**src/rtl/qdec_pkg.sv**
```systemverilog
package qdec_pkg;

  typedef enum logic [1:0] {
    STEP_NONE = 2'd0,
    STEP_UP   = 2'd1,
    STEP_DOWN = 2'd2,
    STEP_BAD  = 2'd3
  } step_e;

  // Map the phase pair {A,B} to its position in the forward cycle 00,01,11,10.
  function automatic logic [1:0] phase_to_idx(input logic [1:0] ab);
    return {ab[1], ab[1] ^ ab[0]};
  endfunction

  // Classify a move between two cycle positions.
  function automatic step_e classify(input logic [1:0] prev_idx, input logic [1:0] cur_idx);
    logic [1:0] delta;
    delta = cur_idx - prev_idx;
    case (delta)
      2'd1:    return STEP_UP;
      2'd3:    return STEP_DOWN;
      2'd2:    return STEP_BAD;
      default: return STEP_NONE;
    endcase
  endfunction

endpackage

```
**src/rtl/qdec_in_filter.sv**
```systemverilog
module qdec_in_filter #(
  parameter int SYNC_STAGES = 2,
  parameter int FILT_LEN    = 3
) (
  input  logic clk,
  input  logic rst,
  input  logic pin_raw,
  output logic level
);

  localparam int SYNC_MSB = SYNC_STAGES - 1;
  localparam int FILT_MSB = FILT_LEN - 1;

  logic [SYNC_MSB:0] sync_q;
  logic [FILT_MSB:0] hist_q;
  logic              all_high;
  logic              all_low;

  // Synchronizer chain: the first stage sees the asynchronous pin.
  always_ff @(posedge clk) begin
    if (rst) begin
      sync_q <= '0;
    end else begin
      sync_q[0] <= pin_raw;
      for (int i = 1; i < SYNC_STAGES; i++) begin
        sync_q[i] <= sync_q[i-1];
      end
    end
  end

  // Sample history of the synchronized level, newest in bit 0.
  always_ff @(posedge clk) begin
    if (rst) begin
      hist_q <= '0;
    end else begin
      hist_q[0] <= sync_q[SYNC_MSB];
      for (int i = 1; i < FILT_LEN; i++) begin
        hist_q[i] <= hist_q[i-1];
      end
    end
  end

  assign all_high = &hist_q;
  assign all_low  = ~(|hist_q);

  // The filtered level moves only once every stored sample agrees.
  always_ff @(posedge clk) begin
    if (rst) begin
      level <= 1'b0;
    end else if (all_high) begin
      level <= 1'b1;
    end else if (all_low) begin
      level <= 1'b0;
    end
  end

endmodule

```
**src/rtl/qdec_step_decode.sv**
```systemverilog
module qdec_step_decode
  import qdec_pkg::*;
(
  input  logic        clk,
  input  logic        rst,
  input  logic [1:0]  pair,
  output step_e       step
);

  logic [1:0] prev_pair_q;

  always_ff @(posedge clk) begin
    if (rst) begin
      prev_pair_q <= 2'b00;
    end else begin
      prev_pair_q <= pair;
    end
  end

  always_comb begin
    step = classify(phase_to_idx(prev_pair_q), phase_to_idx(pair));
  end

endmodule

```
**src/rtl/qdec_position.sv**
```systemverilog
module qdec_position
  import qdec_pkg::*;
#(
  parameter int POS_W = 16
) (
  input  logic             clk,
  input  logic             rst,
  input  step_e            step,
  input  logic [POS_W-1:0] max_count,
  input  logic             wrap_clr,
  output logic [POS_W-1:0] position,
  output logic             dir_up,
  output logic             wrap_flag
);

  localparam logic [POS_W-1:0] ZERO = '0;
  localparam logic [POS_W-1:0] ONE  = POS_W'(1);

  logic [POS_W-1:0] pos_next;
  logic             dir_next;
  logic             wrap_now;

  always_comb begin
    pos_next = position;
    dir_next = dir_up;
    wrap_now = 1'b0;
    case (step)
      STEP_UP: begin
        dir_next = 1'b1;
        if (position >= max_count) begin
          pos_next = ZERO;
          wrap_now = 1'b1;
        end else begin
          pos_next = position + ONE;
        end
      end
      STEP_DOWN: begin
        dir_next = 1'b0;
        if (position == ZERO) begin
          pos_next = max_count;
          wrap_now = 1'b1;
        end else if (position > max_count) begin
          pos_next = max_count;
        end else begin
          pos_next = position - ONE;
        end
      end
      default: begin
        pos_next = position;
      end
    endcase
  end

  always_ff @(posedge clk) begin
    if (rst) begin
      position  <= ZERO;
      dir_up    <= 1'b1;
      wrap_flag <= 1'b0;
    end else begin
      position  <= pos_next;
      dir_up    <= dir_next;
      wrap_flag <= wrap_now | (wrap_flag & ~wrap_clr);
    end
  end

endmodule

```
**src/rtl/qdec_wrap_top.sv**
```systemverilog
module qdec_wrap_top
  import qdec_pkg::*;
#(
  parameter int POS_W       = 16,
  parameter int SYNC_STAGES = 2,
  parameter int FILT_LEN    = 3
) (
  input  logic             clk,
  input  logic             rst,
  input  logic             phase_a,
  input  logic             phase_b,
  input  logic [POS_W-1:0] max_count,
  input  logic             wrap_clr,
  output logic [POS_W-1:0] position,
  output logic             dir_up,
  output logic             wrap_flag
);

  localparam int PHASES = 2;

  logic [PHASES-1:0] raw_pair;
  logic [PHASES-1:0] clean_pair;
  step_e             step;

  assign raw_pair = {phase_a, phase_b};

  for (genvar g = 0; g < PHASES; g++) begin : g_phase
    qdec_in_filter #(
      .SYNC_STAGES(SYNC_STAGES),
      .FILT_LEN   (FILT_LEN)
    ) u_filt (
      .clk    (clk),
      .rst    (rst),
      .pin_raw(raw_pair[g]),
      .level  (clean_pair[g])
    );
  end

  qdec_step_decode u_dec (
    .clk (clk),
    .rst (rst),
    .pair(clean_pair),
    .step(step)
  );

  qdec_position #(.POS_W(POS_W)) u_pos (
    .clk      (clk),
    .rst      (rst),
    .step     (step),
    .max_count(max_count),
    .wrap_clr (wrap_clr),
    .position (position),
    .dir_up   (dir_up),
    .wrap_flag(wrap_flag)
  );

endmodule

```
**config.mk**
```make
export PLATFORM = sky130hd
export DESIGN_NAME = qdec_wrap_top
export DESIGN_NICKNAME = d
export VERILOG_FILES = /design/src/rtl/qdec_pkg.sv /design/src/rtl/qdec_in_filter.sv /design/src/rtl/qdec_step_decode.sv /design/src/rtl/qdec_position.sv /design/src/rtl/qdec_wrap_top.sv
export SDC_FILE = /design/constraint.sdc
export NUM_CORES = 1
export LEC_CHECK = 0
export BUFFER_PORTS_ARGS = -buffer_cell sky130_fd_sc_hd__buf_2
export CORE_MARGIN = 2
export CORE_UTILIZATION = 60
export DETAILED_ROUTE_END_ITERATION = 7
export GPL_TIMING_DRIVEN = 1
export PLACE_DENSITY = 0.94
export SLEW_MARGIN = 20
export SYNTH_ARGS = -nofsm -noshare
export SYNTH_HDL_FRONTEND = slang
export SYNTH_SLANG_ARGS = --single-unit
```
**constraint.sdc**
```tcl
create_clock -name clk -period 5 [get_ports clk]
set_clock_uncertainty 0.1 [all_clocks]
set_input_delay 0.5 -clock clk [delete_from_list [all_inputs] [get_ports clk]]
set_output_delay 0.5 -clock clk [all_outputs]
set_load 0.03 [all_outputs]
```
Yosys cells after proc, flatten, opt, wreduce, memory -nomap -nowiden
Index checks and enable logic that the tools add are counted.
{ "word_totals": {"in_bits": 21, "reg_bits": 32, "out_inout_bits": 18, "word_cells": 46} }
{ "op_classes": {"n_reduce_logical": 6, "magnitude_cmp": 2, "mux": 13, "add_sub_neg": 3, "bitwise": 5, "n_eq_ne": 7} }
{ "op_table": {"columns": ["op", "count"], "rows": [
  ["2-to-1 mux 16 bit", 3],
  ["one-hot mux 16 bit (2 select lines)", 1],
  ["adder 16 x 1 -> 16 bit, second input constant", 1],
  ["greater-or-equal comparator 16 bit", 1],
  ["> comparator 16 bit", 1],
  ["zero test 16 bit", 1],
  ["subtractor 16 x 1 -> 16 bit, second input constant", 1],
  ["equality test 2 bit, second input constant", 3],
  ["2-to-1 mux 1 bit", 6],
  ["one-hot mux 2 bit (3 select lines)", 1],
  ["AND reduction 3 bit", 2],
  ["OR reduction 3 bit", 2],
  ["equality test 2 x 1 -> 1 bit, second input constant", 2],
  ["inequality test 2 x 1 -> 1 bit, second input constant", 2],
  ["one-hot mux 1 bit (2 select lines)", 2],
  ["nonzero test 2 bit", 1],
  ["subtractor 2 bit", 1],
  ["bitwise XOR 1 bit", 2],
  ["AND 1 bit", 1],
  ["inverter 1 bit", 1],
  ["bitwise OR 1 bit", 1]
]} }

Logic depth before layout (Yosys ltp)
Gate-level depths: netlist of the first run.
{ "depth": {"depth_word": 7, "depth_mapped": 11, "depth_no_buf": 9} }

Modules after synthesis
From an unflattened synthesis of the first run, not the netlist that was laid out.
{ "hier_totals": {"hier_cells": 352, "area_unflattened_um2": 2889.0} }
{ "modules_own_cells": {"columns": ["module", "n_inst", "cells_per_inst", "area_per_inst_um2", "seq_area_each_um2"], "rows": [
  ["qdec_position", 1, 312, 2377.3, 360.3],
  ["qdec_in_filter", 2, 14, 185.2, 120.1],
  ["qdec_step_decode", 1, 12, 141.4, 40.0]
]} }

Worst setup path before layout of the first run
No wires, ideal clock.
{ "synth_timing": {"path_type": "register -> register", "start": "register u_pos.position[8]", "end": "register u_pos.position[0]", "synth_period_minus_slack_ns": 2.946, "path_buffers": 4, "t_required_ns": 4.768, "setup_time_ns": 0.132, "arrival_ns": 2.713, "path_stages_with_launch": 12, "path_slack_ns": 2.054, "cell_sequence": "dfxtp_1 buf_6 or4_4 or2_4 or4_1 or2_0 buf_6 and2_4 buf_6 buf_8 a31oi_4 a31oi_1"} }
{ "synth_via": {"elab_chain_len": 4, "word_cells_on_any_way": 7, "cone_classes": "order compare (2); mux (4); reduce/logical (1)"} }
{ "synth_lines": {"columns": ["element", "line", "rtl"], "rows": [
  ["start, declared", "qdec_position.sv:11", "output logic [POS_W-1:0] position,"],
  ["start signal, assigned", "qdec_position.sv:60", "position <= pos_next;"],
  ["> comparator 16 bit", "qdec_position.sv:42", "end else if (position > max_count) begin"],
  ["2-to-1 mux 16 bit", "qdec_position.sv:42", null],
  ["2-to-1 mux 16 bit", "qdec_position.sv:39", "if (position == ZERO) begin"],
  ["one-hot mux 16 bit (2 select lines) *", "qdec_position.sv:27", "case (step)"]
]} }
Mark *: on every way between the ends. The rest lies on a longest branch, timed or not.
A chain may end at the register's enable or synchronous reset.

Final worst setup path of the first run
{ "layout_timing": {"start": "register u_pos.position[7]", "end": "register u_pos.position[14]"} }
{ "layout_via": {"elab_chain_len": 4, "word_cells_on_any_way": 9, "cone_classes": "add/sub (2); order compare (2); mux (4); reduce/logical (1)"} }
{ "layout_lines": {"columns": ["element", "line"], "rows": [
  ["subtractor 16 x 1 -> 16 bit or > comparator 16 bit (tied branches)", "qdec_position.sv:45, qdec_position.sv:42"],
  ["2-to-1 mux 16 bit", "qdec_position.sv:42"],
  ["2-to-1 mux 16 bit", "qdec_position.sv:39"],
  ["one-hot mux 16 bit (2 select lines) *", "qdec_position.sv:27"]
]} }
Marked as above.

==> reports/results.ini, run 1 <==
[grt]
grt_overflow = 0
grt_pass1_wl_um = 10400
antenna_found_initial = 0
track_usage_pct = 29.3
grt_max_degree = 48
grt_pass1_vias = 2267

[synth]
ys_warn_count = 0
synthDistinctLibCells = 48
synth_mux_area_share_pct = 2.40
async_flop_share_pct = 0
syn_inst = 326
synth_area_leaders = dfxtp_1 26%, ha_1 10%, nand3_1 4.8%, a21oi_1 4.0%, nand2_1 3.9%
synth-simple-area-share_pct = 28.6
synth_top_family_by_area = simple AND/OR/NAND/NOR gates
yosys-top-cells-count = 32 x dfxtp_1, 26 x nand2_1, 24 x nand3_1
synthXorXnorAreaFrac_pct = 5.94
syn_nets = 367
ys_seq_area_share_pct = 25.5
synth_compound_area_share_pct = 19.0
synth_adder_area_share_pct = 9.98
yosysMostFrequentCell = dfxtp_1
avgSynthCellArea_um2 = 7.69
synth_top_area_share_pct = 25.5
ys_ff_latch = 32
yosysTopAreaCell = dfxtp_1
synth_ff_type = dfxtp_1
mappedNetlistArea_um2 = 2510
synth_edf_count = 0

[pwr]
p_int_uw = 566
leakage_uw = 0.00121
combinationalPowerShare_pct = 39.8
p_sw_uw = 371
clkPwrFrac_pct = 27.7
peakVddDrop_mv = 0.238
power_frac_seq_pct = 32.5
switching_share_pct = 39.6
powerDensity_nw_per_um2 = 341

[die]
core_um2 = 4000
die_h_um = 68.6
die_area_um2 = 4710
row_count = 23
dieWidth_um = 68.6
ios = 39
initial_core_util_pct = 62.7

[clock_network]
clkLatencyLatePin_ps = 290
path_clk_slew_ps = 70
ctsHtreeMaxLevel = 2
cts_resized = 0
cts_sinks = 32
clockBufferDepth = 2
post_cts_buffers = 0
cts-buffers-inserted = 5
postCtsHoldBufs = 0
cts_tree = done
clockRootBuffer = clkbuf_8

[sta]
max_freq_ghz = 0.288
slew_viol_final = 0
tns_ps = 0
layout_min_cycle_time_ps = 3480
slew-limit-headroom_pct = 46.5
rsz0062_at_grt = false
setup_viol_count_final = 0
period_share_pct = 69.5
worstMarginPinSlew_ps = 803
hold_viol = 0

[detailed_routing]
routed_wl_um = 6440
drc = 0
num_vias = 2524
drtPass1Iterations = 4
drtIter0Drc = 256
avgRoutedWirePerCell_um = 16.2
vias_per_cell = 6.36
antenna_left = 0

[flow_run]
drv_cap = 0

[placed_design]
gp_congestion = 0.913
place.detailed.hpwl_um = 4270
place_area_um2 = 2640
io_buffers = 38

[setup_path]
critPathCaptureType = flop
crit_required_ps = 5120
cp_max_fo = 19
crit_arrival_ps = 3590
start_kind = flop
path_class = reg -> reg

[cells_and_area]
area_growth_pct = 9.68
drive_above_1_share_pct = 14.7
antenna_cells = 0
fin_area_um2 = 2750
nNetsFinal = 387

[hold_path]
min_path_type = in -> reg

[status]
status = finished clean

## flip-flops by register name, indices dropped and copies added (netlist names)
name                   cells
g_phase.u_filt.hist_q      6
g_phase.u_filt.level       2
g_phase.u_filt.sync_q      4
u_dec.prev_pair_q          2
u_pos.dir_up               1
u_pos.position            16
u_pos.wrap_flag            1
## final timing paths
| check | start | end | slack, ps | cells after the start |
|---|---|---|---|---|
| worst min-delay path | phase_b | g_phase[0].u_filt.sync_q[0]$_SDFF_PP0_ | 320 | 2 |
| worst min register to register | g_phase[1].u_filt.sync_q[0]$_SDFF_PP0_ | g_phase[1].u_filt.sync_q[1]$_SDFF_PP0_ | 350 | 1 |
| worst max register to register | u_pos.position[7]$_SDFFE_PP0P_ | u_pos.position[14]$_SDFFE_PP0P_ | 1520 | 8 |
| worst max-delay path | u_pos.position[7]$_SDFFE_PP0P_ | u_pos.position[14]$_SDFFE_PP0P_ | 1520 | 8 |
## metrics by stage
| step | total power [uW] | utilization [%] | cells | hold slack (ps) | setup WS (ps) |
|---|---|---|---|---|---|
| floorplan | 624 | - | 326 | 314 | 2050 |
| global placement | 661 | 65.9 | 389 | 318 | 1640 |
| detailed placement | 670 | 65.9 | 389 | 325 | 1580 |
| CTS | 929 | 68.8 | 397 | 321 | 1630 |
| global route | 984 | 68.8 | 397 | 323 | 1280 |
| finish | 937 | 68.8 | 397 | 318 | 1520 |
## placed cells by master, fill, tap and decap left out, types with 3 or more instances in the layout
cell,instances
a31oi_1,10
a21oi_1,20
nor2b_1,15
xnor2_1,11
nand3_1,24
nor4b_1,7
nand4_1,6
o311ai_0,3
nand2_1,26
dfxtp_1,32
mux2i_1,6
clkbuf_8,5
nor4_1,4
inv_1,22
a211oi_1,3
o21ai_0,14
o41ai_1,9
ha_1,20
nor3_1,5
buf_2,38
nor2_1,19
xor2_1,6
o21bai_1,3
or4_1,9
## power by group through the flow
stage | clock (uW) | combinational [uW] | sequential, uW
after global routing | 270 | 407 | 307
after floorplan | 0 | 314 | 310
final | 259 | 373 | 305
after detailed placement | 0 | 361 | 309
after global placement | 0 | 353 | 308
after CTS | 261 | 365 | 303
## final cells by class
class,count,area [um^2]
Clock buffer,5,68.8
Clock inverter,3,46.3
Fill cell,342,1250
Inverter,22,82.6
Multi-Input combinational cell,246,1650
Sequential cell,32,641
Tap cell,50,62.6
Timing Repair Buffer,39,198
## critical path, stage by stage, from the launching register on
cell and delay (ps):
dfxtp_1 580, ha_1 340, a21oi_1 160, o21ai_0 130, o41ai_1 520, nand3_1 640
o311ai_0 670, o21ai_0 160, o21ai_0 100
## logic make-up (layout without fill, tap and decap cells)
family / count (synthesis) / in the layout
simple gates: 130 / 130
compound gates: 73 / 73
buf+inv: 48 / 69
flops: 32 / 32
fa+ha+maj: 20 / 20
xor+xnor: 17 / 17
mux: 6 / 6
## per-layer routing
metal | GRT usage (%) | up-vias | part of all wire [%]
met4 | 9.75 | 0 | 1.8
met5 | 0 | - | 0
met1 | 37.2 | 1175 | 43
li1 | - | 1216 | -
met3 | 6.17 | 17 | 8.2
met2 | 49.3 | 116 | 47
(Power assumes the default switching activity.)
==> run 2, diff against run 1 <==
--- a/config.mk
+++ b/config.mk
@@ -5,12 +5,13 @@
 export SDC_FILE = /design/constraint.sdc
 export NUM_CORES = 1
 export LEC_CHECK = 0
+export ABC_AREA = 1
 export BUFFER_PORTS_ARGS = -buffer_cell sky130_fd_sc_hd__buf_2
 export CORE_MARGIN = 2
-export CORE_UTILIZATION = 60
+export CORE_UTILIZATION = 52
 export DETAILED_ROUTE_END_ITERATION = 7
 export GPL_TIMING_DRIVEN = 1
-export PLACE_DENSITY = 0.94
+export PLACE_DENSITY = 0.87
 export SLEW_MARGIN = 20
 export SYNTH_ARGS = -nofsm -noshare
 export SYNTH_HDL_FRONTEND = slang
==> constraint.sdc (replaced) <==
create_clock -name clk -period 3 [get_ports clk]
set_clock_uncertainty 0.1 [all_clocks]
set_input_delay 0.3 -clock clk [delete_from_list [all_inputs] [get_ports clk]]
set_output_delay 0.3 -clock clk [all_outputs]
set_load 0.03 [all_outputs]
==> run 2 against run 1 <==
Against the previous run: synthesized area increased by 3.7%; utilization decreased by 7.4 points; combinational power down 86%; largest cell class unchanged; clock-buffer cell count stayed put; critical path type unchanged; synthesized cell count rose by 29%; hold slack worse by 210 ps; clock power grew 68%.
==> reports/results.ini, run 2 <==
[die]
die_h_um = 74.7  ; was 68.6 um
initial_core_util_pct = 54.3  ; was 62.7%
die_area_um2 = 5580  ; was 4710 um^2
dieWidth_um = 74.7  ; was 68.6 um
ios = 39  ; unchanged
row_count = 25  ; was 23
core_um2 = 4790  ; was 4000 um^2

[synth]
ys_warn_count = 0  ; unchanged
mappedNetlistArea_um2 = 2600  ; was 2510 um^2
synth_ff_type = dfxtp_1  ; unchanged
synth_area_leaders = dfxtp_1 25%, nand2_1 14%, inv_1 11%, nand3_1 10%, ha_1 9.6%  ; was dfxtp_1 26%, ha_1 10%, nand3_1 4.8%, a21oi_1 4.0%, nand2_1 3.9%
yosysMostFrequentCell = nand2_1  ; was dfxtp_1
synth_edf_count = 0  ; unchanged
synth_top_area_share_pct = 24.6  ; was 25.5%
syn_inst = 420  ; was 326
syn_nets = 461  ; was 367
synthDistinctLibCells = 29  ; was 48
async_flop_share_pct = 0  ; unchanged
ys_seq_area_share_pct = 24.6  ; was 25.5%
ys_ff_latch = 32  ; unchanged
avgSynthCellArea_um2 = 6.19  ; was 7.69 um^2
yosys-top-cells-count = 96 x nand2_1, 73 x inv_1, 52 x nand3_1  ; was 32 x dfxtp_1, 26 x nand2_1, 24 x nand3_1
yosysTopAreaCell = dfxtp_1  ; unchanged

[clock_network]
path_clk_slew_ps = 80  ; was 70 ps
cts_resized = 0  ; unchanged
clockBufferDepth = 2  ; unchanged
post_cts_buffers = 0  ; unchanged
cts_sinks = 32  ; unchanged
clockRootBuffer = clkbuf_8  ; unchanged
cts-buffers-inserted = 5  ; unchanged
clkLatencyLatePin_ps = 300  ; was 290 ps
cts_tree = done  ; unchanged
ctsHtreeMaxLevel = 2  ; unchanged
postCtsHoldBufs = 0  ; unchanged

[detailed_routing]
vias_per_cell = 5.27  ; was 6.36
antenna_left = 0  ; unchanged
drtPass1Iterations = 5  ; was 4
routed_wl_um = 6730  ; was 6440 um
avgRoutedWirePerCell_um = 12.9  ; was 16.2 um
drc = 0  ; unchanged
drtIter0Drc = 280  ; was 256
num_vias = 2754  ; was 2524

[setup_path]
r2r_slack_ps = 610  ; was 1520 ps
slowest_stage = dfxtp_1  ; was o311ai_0
start_kind = flop  ; unchanged
r2r_start = u_pos.position[12]$_SDFFE_PP0P_  ; was u_pos.position[7]$_SDFFE_PP0P_
critPathCaptureType = flop  ; unchanged
r2r-end = u_pos.position[6]$_SDFFE_PP0P_  ; was u_pos.position[14]$_SDFFE_PP0P_
crit_required_ps = 3120  ; was 5120 ps
cp-startpoint = u_pos.position[12]$_SDFFE_PP0P_  ; was u_pos.position[7]$_SDFFE_PP0P_
rr_worst_depth = 8  ; unchanged
crit_arrival_ps = 2520  ; was 3590 ps
cp_max_fo = 13  ; was 19
slowest_delay_ps = 570  ; was 670 ps
crit_end = u_pos.position[6]$_SDFFE_PP0P_  ; was u_pos.position[14]$_SDFFE_PP0P_
crit_chain = ha_1 -> nand4_1 -> a21oi_1 -> nor2_1 -> nand4_1 -> nand2_1 -> o21ai_0 -> a21oi_1  ; was ha_1 -> a21oi_1 -> o21ai_0 -> o41ai_1 -> nand3_1 -> o311ai_0 -> o21ai_0 -> o21ai_0
path_class = reg -> reg  ; unchanged

[grt]
grt_pass1_wl_um = 11300  ; was 10400 um
grt_overflow = 0  ; unchanged
track_usage_pct = 26.1  ; was 29.3%
grt_pass1_vias = 2587  ; was 2267
grt_max_degree = 23  ; was 48
antenna_found_initial = 0  ; unchanged

[sta]
period_share_pct = 79.7  ; was 69.5%
hold_viol = 0  ; unchanged
max_freq_ghz = 0.418  ; was 0.288 GHz
slew_viol_final = 0  ; unchanged
rsz0062_at_grt = false  ; unchanged
worst_slack_ps = 609  ; was 1520 ps
worstMarginPinSlew_ps = 796  ; was 803 ps
setup_viol_count_final = 0  ; unchanged
tns_ps = 0  ; unchanged
slew-limit-headroom_pct = 46.5  ; about the same
layout_min_cycle_time_ps = 2390  ; was 3480 ps

[placed_design]
io_buffers = 38  ; unchanged
place_ws_ps = 664  ; was 1580 ps
place.detailed.hpwl_um = 4870  ; was 4270 um
gp_congestion = 0.959  ; was 0.913
place_area_um2 = 2830  ; was 2640 um^2

[cells_and_area]
layout_commonest_cell = nand2_1  ; was buf_2
top_register = u_pos.position  ; unchanged
largest_registers = u_pos.position (16), g_phase.u_filt.hist_q (6), g_phase.u_filt.sync_q (4)  ; unchanged
layout_common_cells = 96 x nand2_1, 73 x inv_1, 52 x nand3_1  ; was 38 x buf_2, 32 x dfxtp_1, 26 x nand2_1
drive_above_1_share_pct = 13.2  ; was 14.7%
nNetsFinal = 496  ; was 387
antenna_cells = 0  ; unchanged
fin_area_um2 = 2940  ; was 2750 um^2
area_growth_pct = 12.9  ; was 9.68%
largest_reg_flops = 16  ; unchanged

[pwr]
powerDensity_nw_per_um2 = 312  ; was 341 nW/um^2
leakage_uw = 0.00164  ; was 0.00121 uW
peakVddDrop_mv = 0.287  ; was 0.238 mV

[status]
status = finished clean  ; unchanged

[hold_path]
min_path_type = in -> reg  ; unchanged

[flow_run]
drv_cap = 0  ; unchanged

## run 2: per-layer routing
metal	wire, um	share of wire (%)	track usage [%]	vias up
li1	-	-	-	1394
met1	2860	42	34.0	1235
met2	3220	48	44.1	112
met3	557	8.3	4.55	13
met4	92	1.4	8.13	0
met5	0	0	0	-
## run 2: power breakdown
group | leakage [uW] | internal [uW] | total, uW | switching [uW]
combinational | 0.00133 | 21.4 | 51.7 | 30.3
clock | 0.0000541 | 246 | 436 | 190
sequential | 0.000259 | 428 | 430 | 1.49
## run 2: cell type report
| cell class | instances | area [um^2] |
|---|---|---|
| clock buffer | 5 | 68.8 |
| clock inverter | 3 | 42.5 |
| fill | 459 | 1850 |
| inverter | 74 | 278 |
| multi-input combinational | 301 | 1610 |
| sequential | 32 | 641 |
| tap | 67 | 83.8 |
| timing repair buffer | 41 | 213 |
## run 2: cells by family (layout without fill, tap and decap cells)
kind of cell | Yosys count | in the layout | synth area share [%]
AND/OR/NAND/NOR | 212 | 212 | 36.0
buffers and inverters | 87 | 123 | 13.4
AO/OA/AOI/OAI | 50 | 50 | 9.91
flip-flops | 32 | 32 | 24.6
adder cells (fa/ha/maj) | 20 | 20 | 9.62
XOR/XNOR | 19 | 19 | 6.40
## run 2: worst min path at each step
stage	depth (start not counted)	startpoint	slack, ps	endpoint
floorplan	1	rst	280	g_phase[1].u_filt.hist_q[1]$_SDFF_PP0_
detailed placement	2	g_phase[1].u_filt.sync_q[0]$_SDFF_PP0_	300	g_phase[1].u_filt.sync_q[1]$_SDFF_PP0_
global route	3	phase_b	100	g_phase[0].u_filt.sync_q[0]$_SDFF_PP0_
CTS	3	phase_a	110	g_phase[1].u_filt.sync_q[0]$_SDFF_PP0_
finish	3	phase_a	100	g_phase[1].u_filt.sync_q[0]$_SDFF_PP0_
global placement	2	g_phase[1].u_filt.sync_q[1]$_SDFF_PP0_	290	g_phase[1].u_filt.hist_q[0]$_SDFF_PP0_
## run 2: stage by stage
stage	util [%]	std cells	power [uW]	hold WS, ps
after CTS	61.4	523	917	108
final	61.4	523	917	103
after detailed placement	59.0	515	491	300
after global placement	59.0	515	489	290
after floorplan	-	420	470	283
after global routing	61.4	523	950	103
## run 2: worst max-delay path: cells and delay by family (launching register included)
family | cells | cell delay [ps]
fa+ha+maj | 1 | 310
simple gates | 4 | 890
flops | 1 | 570
compound gates | 3 | 430
